**src/rtl/adc_scan_pkg.sv**
```systemverilog
package adc_scan_pkg;
  typedef enum logic [1:0] {
    ST_IDLE   = 2'd0,
    ST_REQ    = 2'd1,
    ST_WAIT   = 2'd2,
    ST_COMMIT = 2'd3
  } scan_state_e;
endpackage

```
**src/rtl/scan_ctrl.sv**
```systemverilog
module scan_ctrl
  import adc_scan_pkg::*;
#(
  parameter int AW = 4
) (
  input  logic          clk,
  input  logic          rst_n,
  input  logic          go,
  input  logic [AW-1:0] start_addr,
  input  logic [AW-1:0] end_addr,
  input  logic          req_ready,
  input  logic          rsp_valid,
  output scan_state_e   state,
  output logic [AW-1:0] addr,
  output logic          sweep_start,
  output logic          accept,
  output logic          commit
);
  logic last_ch;

  // Last channel: the end address is reached, or the range is inverted (start channel only)
  assign last_ch     = (addr >= end_addr) || (end_addr < start_addr);
  assign sweep_start = (state == ST_IDLE) && go;
  assign accept      = (state == ST_WAIT) && rsp_valid;
  assign commit      = (state == ST_COMMIT);

  always_ff @(posedge clk or negedge rst_n) begin
    if (!rst_n) begin
      state <= ST_IDLE;
      addr  <= '0;
    end else begin
      case (state)
        ST_IDLE: if (go) begin
          addr  <= start_addr;
          state <= ST_REQ;
        end
        ST_REQ: if (req_ready) state <= ST_WAIT;
        ST_WAIT: if (rsp_valid) begin
          if (last_ch) state <= ST_COMMIT;
          else begin
            addr  <= addr + AW'(1);
            state <= ST_REQ;
          end
        end
        default: state <= ST_IDLE;
      endcase
    end
  end
endmodule

```
**src/rtl/scan_regfile.sv**
```systemverilog
module scan_regfile #(
  parameter int AW = 4,
  parameter int DW = 12
) (
  input  logic          clk,
  input  logic          rst_n,
  input  logic          wr_en,
  input  logic [AW-1:0] wr_addr,
  input  logic [DW-1:0] wr_data,
  input  logic          commit,
  input  logic [AW-1:0] rd_addr,
  output logic [DW-1:0] rd_data
);
  localparam int NCH = 1 << AW;

  logic [DW-1:0] stage_q [NCH];
  logic [DW-1:0] data_q  [NCH];

  for (genvar g = 0; g < NCH; g++) begin : g_ch
    always_ff @(posedge clk or negedge rst_n) begin
      if (!rst_n) begin
        stage_q[g] <= '0;
        data_q[g]  <= '0;
      end else begin
        if (wr_en && (wr_addr == AW'(g))) stage_q[g] <= wr_data;
        if (commit) data_q[g] <= stage_q[g];
      end
    end
  end

  assign rd_data = data_q[rd_addr];
endmodule

```
**src/rtl/scan_alarm.sv**
```systemverilog
module scan_alarm #(
  parameter int AW   = 4,
  parameter int DW   = 12,
  parameter int NALM = 4
) (
  input  logic              clk,
  input  logic              rst_n,
  input  logic              clr,
  input  logic              chk,
  input  logic [AW-1:0]     ch,
  input  logic [DW-1:0]     data,
  input  logic [NALM*DW-1:0] lo_lim,
  input  logic [NALM*DW-1:0] hi_lim,
  output logic [NALM-1:0]   bits,
  output logic              alarm_n
);
  logic [NALM-1:0] hit;

  for (genvar g = 0; g < NALM; g++) begin : g_lim
    assign hit[g] = chk && (ch == AW'(g)) &&
                    ((data < lo_lim[g*DW +: DW]) || (data > hi_lim[g*DW +: DW]));
    always_ff @(posedge clk or negedge rst_n) begin
      if (!rst_n)      bits[g] <= 1'b0;
      else if (clr)    bits[g] <= 1'b0;
      else if (hit[g]) bits[g] <= 1'b1;
    end
  end

  always_ff @(posedge clk or negedge rst_n) begin
    if (!rst_n)      alarm_n <= 1'b1;
    else if (clr)    alarm_n <= 1'b1;
    else if (|hit)   alarm_n <= 1'b0;
  end
endmodule

```
**src/rtl/scan_dav.sv**
```systemverilog
module scan_dav #(
  parameter int PULSE_CYCLES = 200000
) (
  input  logic clk,
  input  logic rst_n,
  input  logic clr,
  input  logic commit,
  input  logic rd,
  input  logic auto_mode,
  input  logic int_trig,
  output logic flag,
  output logic dav_n
);
  localparam int CW = $clog2(PULSE_CYCLES + 1);

  logic [CW-1:0] pulse_q;

  always_ff @(posedge clk or negedge rst_n) begin
    if (!rst_n) begin
      flag    <= 1'b0;
      pulse_q <= '0;
    end else begin
      if (commit && !auto_mode) flag <= 1'b1;
      else if (clr || rd)       flag <= 1'b0;
      if (commit && auto_mode && int_trig) pulse_q <= CW'(PULSE_CYCLES);
      else if (pulse_q != '0)              pulse_q <= pulse_q - CW'(1);
    end
  end

  assign dav_n = !(flag || (pulse_q != '0));
endmodule

```
**src/rtl/adc_scan_seq.sv**
```systemverilog
module adc_scan_seq
  import adc_scan_pkg::*;
#(
  parameter int AW           = 4,
  parameter int DW           = 12,
  parameter int NALM         = 4,
  parameter int PULSE_CYCLES = 200000
) (
  input  logic               clk,
  input  logic               rst_n,
  input  logic               trig_i,
  input  logic               auto_mode_i,
  input  logic               int_trig_i,
  input  logic [AW-1:0]      start_addr_i,
  input  logic [AW-1:0]      end_addr_i,
  input  logic [NALM*DW-1:0] lo_lim_i,
  input  logic [NALM*DW-1:0] hi_lim_i,
  output logic               conv_req_valid_o,
  input  logic               conv_req_ready_i,
  output logic [AW-1:0]      conv_ch_o,
  input  logic               conv_rsp_valid_i,
  output logic               conv_rsp_ready_o,
  input  logic [DW-1:0]      conv_rsp_data_i,
  input  logic               rd_i,
  input  logic [AW-1:0]      rd_ch_i,
  output logic [DW-1:0]      rd_data_o,
  output logic               dav_flag_o,
  output logic               dav_n_o,
  output logic [NALM-1:0]    alarm_bits_o,
  output logic               alarm_n_o,
  output logic               busy_o
);
  scan_state_e   state;
  logic [AW-1:0] addr;
  logic          sweep_start, accept, commit, go;

  // Free-running sweeps in auto mode with the internal source selected
  assign go = trig_i || (auto_mode_i && int_trig_i);

  scan_ctrl #(.AW(AW)) u_ctrl (
    .clk(clk), .rst_n(rst_n), .go(go),
    .start_addr(start_addr_i), .end_addr(end_addr_i),
    .req_ready(conv_req_ready_i), .rsp_valid(conv_rsp_valid_i),
    .state(state), .addr(addr),
    .sweep_start(sweep_start), .accept(accept), .commit(commit)
  );

  scan_regfile #(.AW(AW), .DW(DW)) u_regs (
    .clk(clk), .rst_n(rst_n),
    .wr_en(accept), .wr_addr(addr), .wr_data(conv_rsp_data_i),
    .commit(commit), .rd_addr(rd_ch_i), .rd_data(rd_data_o)
  );

  scan_alarm #(.AW(AW), .DW(DW), .NALM(NALM)) u_alarm (
    .clk(clk), .rst_n(rst_n), .clr(sweep_start), .chk(accept),
    .ch(addr), .data(conv_rsp_data_i),
    .lo_lim(lo_lim_i), .hi_lim(hi_lim_i),
    .bits(alarm_bits_o), .alarm_n(alarm_n_o)
  );

  scan_dav #(.PULSE_CYCLES(PULSE_CYCLES)) u_dav (
    .clk(clk), .rst_n(rst_n), .clr(sweep_start), .commit(commit),
    .rd(rd_i), .auto_mode(auto_mode_i), .int_trig(int_trig_i),
    .flag(dav_flag_o), .dav_n(dav_n_o)
  );

  assign conv_req_valid_o = (state == ST_REQ);
  assign conv_rsp_ready_o = (state == ST_WAIT);
  assign conv_ch_o        = addr;
  assign busy_o           = (state != ST_IDLE);
endmodule

```
**config.mk**
```make
export PLATFORM = sky130hd
export DESIGN_NAME = adc_scan_seq
export DESIGN_NICKNAME = d
export VERILOG_FILES = /design/src/rtl/adc_scan_pkg.sv /design/src/rtl/scan_ctrl.sv /design/src/rtl/scan_regfile.sv /design/src/rtl/scan_alarm.sv /design/src/rtl/scan_dav.sv /design/src/rtl/adc_scan_seq.sv
export SDC_FILE = /design/constraint.sdc
export NUM_CORES = 1
export LEC_CHECK = 0
export CAP_MARGIN = 20
export CELL_PAD_IN_SITES_DETAIL_PLACEMENT = 0
export CELL_PAD_IN_SITES_GLOBAL_PLACEMENT = 1
export CORE_UTILIZATION = 50
export CTS_CLUSTER_DIAMETER = 200
export DETAILED_ROUTE_END_ITERATION = 6
export PLACE_DENSITY_LB_ADDON = 0.05
export SLEW_MARGIN = 40
export SYNTH_ARGS = -nofsm -noshare
export SYNTH_HDL_FRONTEND = slang
export SYNTH_HIERARCHICAL = 1
export SYNTH_SLANG_ARGS = --single-unit
```
**constraint.sdc**
```tcl
create_clock -name clk -period 5 [get_ports clk]
set_clock_uncertainty 0.05 [all_clocks]
set_input_delay 0.5 -clock clk [delete_from_list [all_inputs] [get_ports clk]]
set_output_delay 0.5 -clock clk [all_outputs]
set_load 0.01 [all_outputs]
```
==> summary.md, run 1 <==
| Metric | Value |
|---|---|
| WL met3 | `1.651 mm` |
| Most frequent cells in the layout | `413 x dfrtp_1, 354 x mux2_2, 149 x clkdlybuf4s50_1` |
| Clock tree from TritonCTS | `yes` |
| Worst Setup SP | `u_dav/pulse_q[4]$_DFFE_PN0P_` |
| Clk sink count | `414` |
| Critical Path RT | `4450 ps` |
| Commonest non-fill, non-tap cell in the layout | `dfrtp_1` |
| GPL Wtd Cong | `0.8088` |
| VDD IR max | `0.3436 mV` |
| Final WS setup | `1550 ps` |
| RSZ-0062 raised after global routing | `false` |
| Critical Path Fanout Max | `12` |
| Compound-Gate Fraction of Synth Area | `5.355%` |
| Part of the power in registers | `45.7%` |
| Hold Crit Depth | `1` |
| Number of global-route vias before repair | `13.15k` |
| Critical path startpoint category | `flip-flop` |
| Metal2 WL | `23.52 mm` |
| Ys async rst share | `100.0%` |
| Fmax | `289.9 MHz` |
| Cts bufs inserted | `44` |
| Vias per cell | `5.668` |
| Io pins | `154` |
| Post-CTS resize count | `0` |
| Final-report hold violation count | `0` |
| Number of flops mapped to enable cells by yosys | `0` |
| First-pass GRT wire length | `76.96 mm` |
| Comb power frac | `25.3%` |
| WS Path Type | `reg2out` |
| Post-DP HPWL | `31.34 mm` |
| Worst R2R Start | `u_ctrl/state[1]$_DFFE_PN0P_` |
| Antenna violations before repair | `2` |
| DRC | `0` |
| Switching part of the total power | `27.68%` |
| Fin crit share | `69.00%` |
| Post-Syn Nets | `1,697` |
| Largest net degree at the start of global routing | `143` |
| GRT Util Overall | `24.72%` |
| Reg2Reg Setup Slack | `2100 ps` |
| Antenna violation net count after detailed routing | `0` |
| Horiz. Die Dim | `202 um` |
| Setup TNS | `0 ps` |
| Initial Util | `51.27%` |
| Nets | `1,866` |
| Area Growth Syn to Fin | `18.44%` |
| Met1 WL | `22.08 mm` |
| Seq cells post-synth | `414` |
| Post-CTS Setup Bufs | `0` |
| Initial DRT Pass Iterations | `5` |
| XOR/XNOR Fraction of Synth Area | `0.04379%` |
| Die footprint | `0.04080 sq mm` |
| Via count | `12.43k` |
| Reg2reg end | `u_regs/stage_q[153]$_DFFE_PN0P_` |
| Global route total overflow | `0` |
| Wire length per cell | `22.11 um` |
| Uppermost layer routed | `met4` |
| Minimum clock period | `3450 ps` |
| Filler cells | `3,115` |
| Worst-Margin Slew | `881.8 ps` |
| Critical Path Sink | `dav_n_o` |
| Max Cap Viol | `0` |
| Worst-path clk slew | `60 ps` |
| P_leak | `11.47 nW` |
| Status | `complete, no violations` |
| Final WL | `48.46 mm` |
| H-tree depth | `2` |
| CTS max path bufs | `3` |
| Largest family of logic cells by synthesized area | `multiplexers` |
| Max-slew violations | `0` |
| Synth cell types | `69` |
| Port buffer count | `153` |
| Switch Pwr | `0.003149 W` |
| Core area | `0.03901 sq mm` |
| Hold Crit Class | `reg2reg` |
| Synthesized cell area | `0.02000 sq mm` |
| Reg2Reg Depth | `6` |
| Clock root cell | `clkbuf_16` |
| Warnings from Yosys | `6` |
| Sequential element share of the synthesized area | `51.80%` |
| Worst-skew pair later-pin latency | `570 ps` |
| DIE HEIGHT | `202 um` |
| Starting DRT DRC Count | `559` |
| Crit path capture type | `output pin` |
| Post-synthesis adder-cell area fraction | `6.318%` |
| Post-synth top flop | `dfrtp_1` |
| Synth Area in Simple Gates | `5.249%` |
| Mux share of post-synthesis cell area | `27.55%` |
| Syn Inst Count | `1,468` |
| Post-Syn Area per Cell | `13.62 sq um` |
| Layout cells sized above 1 | `33.31%` |
| CP arrival | `2900 ps` |
| Clock share of power | `29.0%` |
| PD cells | `480.3 mW/mm^2` |
| Final number of setup-violating endpoints | `0` |
| Worst rel slew slack | `41.21%` |
| P_int | `0.008228 W` |
| Post-Place Worst Slack | `1554 ps` |
| Standard-cell rows | `72` |
## sequential cells by signal, indices dropped and copies added, names as in the netlist
name	cells
u_regs/data_q	192
u_regs/stage_q	192
u_dav/pulse_q	18
u_alarm/bits	4
u_ctrl/addr	4
u_ctrl/state	2
u_alarm/alarm_n	1
u_dav/flag	1
## power by group through the flow
stage                     clock (W)  sequential [W]  combinational [W]
after floorplan                   0         0.00502            0.00214
after global placement            0         0.00520            0.00281
after detailed placement          0         0.00525            0.00289
after CTS                   0.00338         0.00520            0.00291
after global routing        0.00351         0.00537            0.00314
final                       0.00330         0.00520            0.00288
## cell usage after synthesis (10+ instances only)
cell type | count | area share, %
clkbuf_1 | 25 | 0.47
nor2b_1 | 11 | 0.34
mux2_2 | 354 | 20
mux2_1 | 10 | 0.56
buf_2 | 36 | 0.90
mux2_4 | 20 | 1.5
a211oi_1 | 10 | 0.38
nor2_1 | 33 | 0.62
mux4_2 | 48 | 5.4
dfrtp_1 | 413 | 52
nand2_1 | 40 | 0.75
a22oi_1 | 25 | 0.94
ha_1 | 101 | 6.3
nor3_1 | 16 | 0.40
inv_1 | 105 | 2.0
a21oi_1 | 41 | 1.0
nand3_1 | 10 | 0.25
nand2b_1 | 10 | 0.31
nand4_1 | 18 | 0.56
o21ai_0 | 30 | 0.75
## per-layer routing
| layer | GRT usage (%) | vias up |
|---|---|---|
| met4 | 8.252 | 0 |
| met1 | 33.79 | 6474 |
| met2 | 40.70 | 192 |
| li1 | - | 5688 |
| met3 | 3.418 | 71 |
| met5 | 0 | - |
## layout make-up
class / count / area [sq um] / area share, %
Sequential cell: 414 / 10360 / 43.74
Multi-Input combinational cell: 881 / 8934 / 37.71
Timing Repair Buffer: 191 / 1874 / 7.912
Clock buffer: 66 / 1305 / 5.509
Tap cell: 518 / 648.1 / 2.736
Inverter: 105 / 394.1 / 1.664
Clock inverter: 15 / 167.7 / 0.7078
Antenna cell: 2 / 5.005 / 0.02113
## metrics by stage
step	hold WS [ps]	total power, W	instance area, sq um	std cells	utilization, %
global placement	418.2	0.008006	22160	2107	56.82
detailed placement	429.0	0.008140	22180	2107	56.85
CTS	439.2	0.01148	23660	2189	60.65
floorplan	154.4	0.007159	20000	1468	-
finish	437.3	0.01138	23690	2192	60.73
global route	456.6	0.01202	23690	2192	60.73
## how the worst min path moves through the flow
stage                                   startpoint                        endpoint
CTS                 u_regs/stage_q[66]$_DFFE_PN0P_   u_regs/data_q[66]$_DFFE_PN0P_
finish              u_regs/stage_q[40]$_DFFE_PN0P_  u_regs/stage_q[40]$_DFFE_PN0P_
global route        u_regs/stage_q[38]$_DFFE_PN0P_  u_regs/stage_q[38]$_DFFE_PN0P_
global placement    u_regs/stage_q[39]$_DFFE_PN0P_  u_regs/stage_q[39]$_DFFE_PN0P_
floorplan                                    rst_n     u_alarm/bits[0]$_DFFE_PN0P_
detailed placement  u_regs/stage_q[38]$_DFFE_PN0P_  u_regs/stage_q[38]$_DFFE_PN0P_
## what timing repair did
item	in CTS	in global routing
hold endpoints to repair	82	0
hold buffers	1	0
setup endpoints to repair	0	0
## critical path, cell delays in order, from the launching register on
cell and delay (ps):
dfrtp_1 440, nor3_1 460, nand4_1 530, nor3_1 310
clkdlybuf4s50_1 590
## kinds of logic after synthesis
| family | count (synthesis) |
|---|---|
| multiplexers | 435 |
| flip-flops | 414 |
| AND/OR/NAND/NOR | 188 |
| buffers and inverters | 173 |
| AO/OA/AOI/OAI | 156 |
| adder cells (fa/ha/maj) | 101 |
| XOR/XNOR | 1 |
(Power assumes the default switching activity.)
==> run 2, diff against run 1 <==
--- a/config.mk
+++ b/config.mk
@@ -8,7 +8,7 @@
 export CAP_MARGIN = 20
 export CELL_PAD_IN_SITES_DETAIL_PLACEMENT = 0
 export CELL_PAD_IN_SITES_GLOBAL_PLACEMENT = 1
-export CORE_UTILIZATION = 50
+export CORE_UTILIZATION = 44
 export CTS_CLUSTER_DIAMETER = 200
 export DETAILED_ROUTE_END_ITERATION = 6
 export PLACE_DENSITY_LB_ADDON = 0.05
==> constraint.sdc (replaced) <==
create_clock -name clk -period 3.1 [get_ports clk]
set_clock_uncertainty 0.05 [all_clocks]
set_input_delay 0.31 -clock clk [delete_from_list [all_inputs] [get_ports clk]]
set_output_delay 0.31 -clock clk [all_outputs]
set_load 0.01 [all_outputs]
==> summary.md, run 2 (synthesis results as in run 1) <==
| Metric | Value |
|---|---|
| WS Path Type | `reg2out` |
| Part of the power in registers | `45.1%` |
| Final-report hold violation count | `0` |
| First-pass GRT wire length | `78.91 mm` |
| Minimum clock period | `2921 ps` |
| Antenna violations before repair | `1` |
| PD cells | `762.1 mW/mm^2` |
| Port buffer count | `153` |
| Reg2Reg Setup Slack | `570 ps` |
| Max-slew violations | `0` |
| RSZ-0062 raised after global routing | `false` |
| CP Depth | `7` |
| Hold Crit Class | `in2async` |
| Critical path cell sequence | `inv_1, ha_1, nor3b_1, buf_4, nand2_2, nor3_2, clkdlybuf4s50_1` |
| Reg2Reg Depth | `9` |
| Horiz. Die Dim | `215.2 um` |
| VDD IR max | `0.4166 mV` |
| Critical Path RT | `2740 ps` |
| Die footprint | `0.04631 sq mm` |
| Wire length per cell | `21.56 um` |
| Initial DRT Pass Iterations | `5` |
| DRC | `0` |
| Initial Util | `44.93%` |
| GRT Util Overall | `22.21%` |
| Starting DRT DRC Count | `795` |
| Fmax | `342.4 MHz` |
| Largest net degree at the start of global routing | `87` |
| DP Area | `0.02265 sq mm` |
| Finished Core Util | `54.33%` |
| Clk sink count | `414` |
| Switching part of the total power | `27.47%` |
| Vias per cell | `5.430` |
| Hold_ws | `165.9 ps` |
| Global route total overflow | `0` |
| Standard-cell rows | `77` |
| Post-DP HPWL | `32.62 mm` |
| Final WL | `49.57 mm` |
| Worst-Margin Slew | `603.9 ps` |
| Fin crit share | `94.22%` |
| Status | `complete, no violations` |
| Post-CTS Setup Bufs | `0` |
| Number of global-route vias before repair | `13.37k` |
| Critical Path Fanout Max | `7` |
| H-tree depth | `2` |
| Nets | `1,904` |
| Most frequent cells in the layout | `413 x dfrtp_1, 354 x mux2_2, 150 x clkdlybuf4s50_1` |
| GPL Wtd Cong | `0.8030` |
| Commonest non-fill, non-tap cell in the layout | `dfrtp_1` |
| Io pins | `154` |
| CP arrival | `2560 ps` |
| Reg2reg end | `u_alarm/alarm_n$_DFFE_PN1P_` |
| Biggest regs | `u_regs/data_q x192, u_regs/stage_q x192, u_dav/pulse_q x18` |
| Switch Pwr | `0.005063 W` |
| Cts bufs inserted | `45` |
| Clock root cell | `clkbuf_16` |
| DIE HEIGHT | `215.2 um` |
| Comb power frac | `26.2%` |
| Critical path startpoint category | `flip-flop` |
| Setup TNS | `0 ps` |
| Top delay family on crit path | `buffers and inverters` |
| Slowest CP cell | `clkdlybuf4s50_1` |
| Via count | `12.48k` |
| Max Cap Viol | `0` |
| Worst rel slew slack | `59.21%` |
| Crit path capture type | `output pin` |
| Antenna violation net count after detailed routing | `0` |
| Clock tree from TritonCTS | `yes` |
| Final number of setup-violating endpoints | `0` |
| Worst-skew pair later-pin latency | `580 ps` |
| P_int | `0.01337 W` |
| Clock share of power | `28.7%` |
| Worst stage delay on the critical path | `560 ps` |
| Finished Cell Area | `0.02418 sq mm` |
| Worst-path clk slew | `60 ps` |
| Core area | `0.04451 sq mm` |
| Pwr Total | `0.01843 W` |
| Layout cells sized above 1 | `34.45%` |
| Filler cells | `3,820` |
| ANT cells | `0` |
| WP buf/inv | `3` |
| Area Growth Syn to Fin | `20.91%` |
| CTS max path bufs | `3` |
| Worst R2R Start | `u_ctrl/state[1]$_DFFE_PN0P_` |
| P_leak | `11.70 nW` |
## run 2: how the worst max path moves through the flow
stage                                 startpoint                           to
finish              u_dav/pulse_q[0]$_DFFE_PN0P_                      dav_n_o
detailed placement            conv_rsp_data_i[2]  u_alarm/alarm_n$_DFFE_PN1P_
global placement              conv_rsp_data_i[2]  u_alarm/alarm_n$_DFFE_PN1P_
global route        u_dav/pulse_q[0]$_DFFE_PN0P_                      dav_n_o
CTS                 u_dav/pulse_q[0]$_DFFE_PN0P_                      dav_n_o
floorplan             u_ctrl/addr[0]$_DFFE_PN0P_   u_ctrl/addr[0]$_DFFE_PN0P_
## run 2: power groups by stage
stage / clock network (W) / logic [W] / registers, W
3_5_place_dp: 0 / 0.00487 / 0.00838
3_3_place_gp: 0 / 0.00476 / 0.00832
4_1_cts: 0.00545 / 0.00489 / 0.00831
5_1_grt: 0.00565 / 0.00527 / 0.00858
2_1_floorplan: 0 / 0.00345 / 0.00809
6_report: 0.00530 / 0.00483 / 0.00830
## run 2: repair_timing
action / 4_1_cts / 5_1_grt
hold buffers: 1 / 0
resized for setup: 0 / 2
endpoints found under the setup margin: 0 / 1
endpoints found under the hold margin: 75 / 0
## run 2: metrics by stage
step | setup slack, ps | instances
global route | 10.65 | 2299
finish | 179.2 | 2299
floorplan | 821.6 | 1468
detailed placement | 222.7 | 2218
global placement | 265.8 | 2218
CTS | 26.70 | 2298
## run 2: layout make-up
type                       count  area (sq um)  area share, %
timing repair buffer         228          2290          9.468
inverter                     105         394.1          1.630
tap                          592         740.7          3.063
sequential                   414         10360          42.84
clock buffer                  72          1398          5.779
clock inverter                 7         86.33         0.3570
multi-input combinational    881          8914          36.86
## run 2: worst reg2reg max path: stages, from the launching register on
cell and delay (ps):
dfrtp_1 480, nor2b_1 290, and2_1 300, and4bb_2 270, nand2_1 100, a2111oi_0 360, o21ai_0 160, o41ai_1 150
nor2_2 80, a41o_1 230
## run 2: layer usage
metal	track usage [%]	vias to the layer above	wire length (um)
met5	0	-	0
met4	6.076	0	1073
met3	2.845	69	1597
met2	36.49	205	23770
met1	30.96	6443	23130
li1	-	5766	-
==> run 3, diff against run 2 <==
--- a/config.mk
+++ b/config.mk
@@ -17,3 +17,4 @@
 export SYNTH_HDL_FRONTEND = slang
 export SYNTH_HIERARCHICAL = 1
 export SYNTH_SLANG_ARGS = --single-unit
+export TNS_END_PERCENT = 5
==> constraint.sdc (replaced) <==
create_clock -name clk -period 2.4 [get_ports clk]
set_clock_uncertainty 0.05 [all_clocks]
set_input_delay 0.24 -clock clk [delete_from_list [all_inputs] [get_ports clk]]
set_output_delay 0.24 -clock clk [all_outputs]
set_load 0.01 [all_outputs]
==> summary.md, run 3 (synthesis results as in run 1) <==
| Metric | Value |
|---|---|
| Finished Core Util | `55.57%` |
| Io pins | `154` |
| Finished Cell Area | `0.02474 sq mm` |
| H-tree depth | `2` |
| Clock tree from TritonCTS | `yes` |
| Initial DRT Pass Iterations | `5` |
| WS Path Type | `reg2out` |
| Placed cells | `2,260` |
| Fmax | `423.4 MHz` |
| Worst-path clk slew | `60 ps` |
| Final number of setup-violating endpoints | `0` |
| Vias per cell | `5.403` |
| ANT cells | `0` |
| Clock root cell | `clkbuf_16` |
| Port buffer count | `153` |
| Filler cells | `3,827` |
| Critical path startpoint category | `flip-flop` |
| Worst-skew pair later-pin latency | `560 ps` |
| Critical Path Fanout Max | `2` |
| Most frequent cells in the layout | `413 x dfrtp_1, 354 x mux2_2, 137 x clkdlybuf4s50_1` |
| First-pass GRT wire length | `79.49 mm` |
| DIE HEIGHT | `215.2 um` |
| Layout cells sized above 1 | `36.99%` |
| Biggest regs | `u_regs/data_q x192, u_regs/stage_q x192, u_dav/pulse_q x18` |
| DRC | `0` |
| PD cells | `983.8 mW/mm^2` |
| Crit path capture type | `output pin` |
| GRT Util Overall | `22.33%` |
| Worst rel slew slack | `60.80%` |
| Hold Crit Class | `in2async` |
| CP arrival | `2070 ps` |
| Post-DP HPWL | `34.47 mm` |
| Nets | `1,945` |
| DP Area | `0.02312 sq mm` |
| Largest net degree at the start of global routing | `93` |
| Clk sink count | `414` |
| VDD IR max | `0.5816 mV` |
| Global route total overflow | `0` |
| Final WL | `50.09 mm` |
| Fin crit share | `98.40%` |
| Number of global-route vias before repair | `13.69k` |
| GPL Wtd Cong | `0.7854` |
| Minimum clock period | `2362 ps` |
| Critical Path RT | `2110 ps` |
| Commonest non-fill, non-tap cell in the layout | `dfrtp_1` |
| Final Instance Count excl. Fillers | `2,344` |
| Worst-Margin Slew | `586.4 ps` |
| Horiz. Die Dim | `215.2 um` |
| Initial Util | `44.93%` |
| Setup TNS | `0 ps` |
| RSZ-0062 raised after global routing | `true` |
| Via count | `12.66k` |
| P_leak | `11.99 nW` |
| Area Growth Syn to Fin | `23.68%` |
| Standard-cell rows | `77` |
| Cts bufs inserted | `45` |
| Antenna violations before repair | `0` |
| Die footprint | `0.04631 sq mm` |
| CTS max path bufs | `3` |
| Max Cap Viol | `0` |
| Register area | `0.01036 sq mm` |
| Reg2Reg Setup Slack | `180 ps` |
| Max-slew violations | `0` |
| Final-report hold violation count | `0` |
| Wire length per cell | `21.37 um` |
| Core area | `0.04451 sq mm` |
| Antenna violation net count after detailed routing | `0` |
| Starting DRT DRC Count | `560` |
| Multi-input logic area | `0.008990 sq mm` |
| Status | `complete, no violations` |
## run 3: cell types whose count changed in the layout (fill, tap and decap cells not counted), moves of 4 or more
cell,before,now
a22oi_2,0,13
clkdlybuf4s50_1,150,137
clkbuf_8,17,7
bufinv_16,1,5
a22oi_1,25,12
dlygate4sd2_1,0,6
buf_4,60,90
clkdlybuf4s15_1,0,4
clkinv_2,3,8
buf_12,14,26
## run 3: worst max-delay path, stage by stage, from the launching register on
cell and delay [ps]:
dfrtp_1 380, mux4_2 490, a22oi_2 260, nand2_1 90, dlygate4sd2_1 300
## run 3: worst paths after layout
check	startpoint	to	cells past startpoint
max in group asynchronous	rst_n	u_regs/stage_q[188]$_DFFE_PN0P_	3
min in group clk	conv_req_ready_i	u_ctrl/state[1]$_DFFE_PN0P_	3
min reg2reg	u_regs/stage_q[37]$_DFFE_PN0P_	u_regs/stage_q[37]$_DFFE_PN0P_	1
max	u_regs/data_q[53]$_DFFE_PN0P_	rd_data_o[5]	4
max reg2reg	u_ctrl/state[0]$_DFFE_PN0P_	u_alarm/alarm_n$_DFFE_PN1P_	9
min	rst_n	u_dav/pulse_q[13]$_DFFE_PN0P_	2
## run 3: repair_timing
action                                 CTS  global route
gates resized for setup                 32             9
endpoints found under the hold margin  413             0
setup buffers                            0             0
hold buffers                             1             0
setup endpoints to repair               13            11
pin swaps                                3             7
## run 3: metrics by stage
step / hold WS [ps] / total power (W) / setup slack, ps
finish: 116.9 / 0.02434 / 38.30
global route: 133.5 / 0.02573 / -22.36
CTS: 112.5 / 0.02460 / -26.08
detailed placement: 109.2 / 0.01731 / -285.2
global placement: 105.1 / 0.01705 / -234.5
floorplan: -105.6 / 0.01491 / 121.6
## run 3: area by class of cell
class / instances / area share, %
multi-input combinational: 881 / 36.34
inverter: 105 / 1.593
tap: 592 / 2.994
sequential: 414 / 41.89
timing repair buffer: 269 / 10.96
clock buffer: 66 / 5.326
clock inverter: 17 / 0.8953
## run 3: layer usage
layer | wire, um | global-route usage [%]
met5 | 0 | 0
met4 | 990 | 5.887
met3 | 1569 | 2.817
met2 | 24670 | 37.91
met1 | 22860 | 30.17
## run 3: power breakdown
group	leakage, nW	internal (W)	switching (W)
Clock	0.751	0.00435	0.00284
Sequential	5.58	0.00944	0.00128
Combinational	5.66	0.00384	0.00259
Total	12.0	0.0176	0.00671
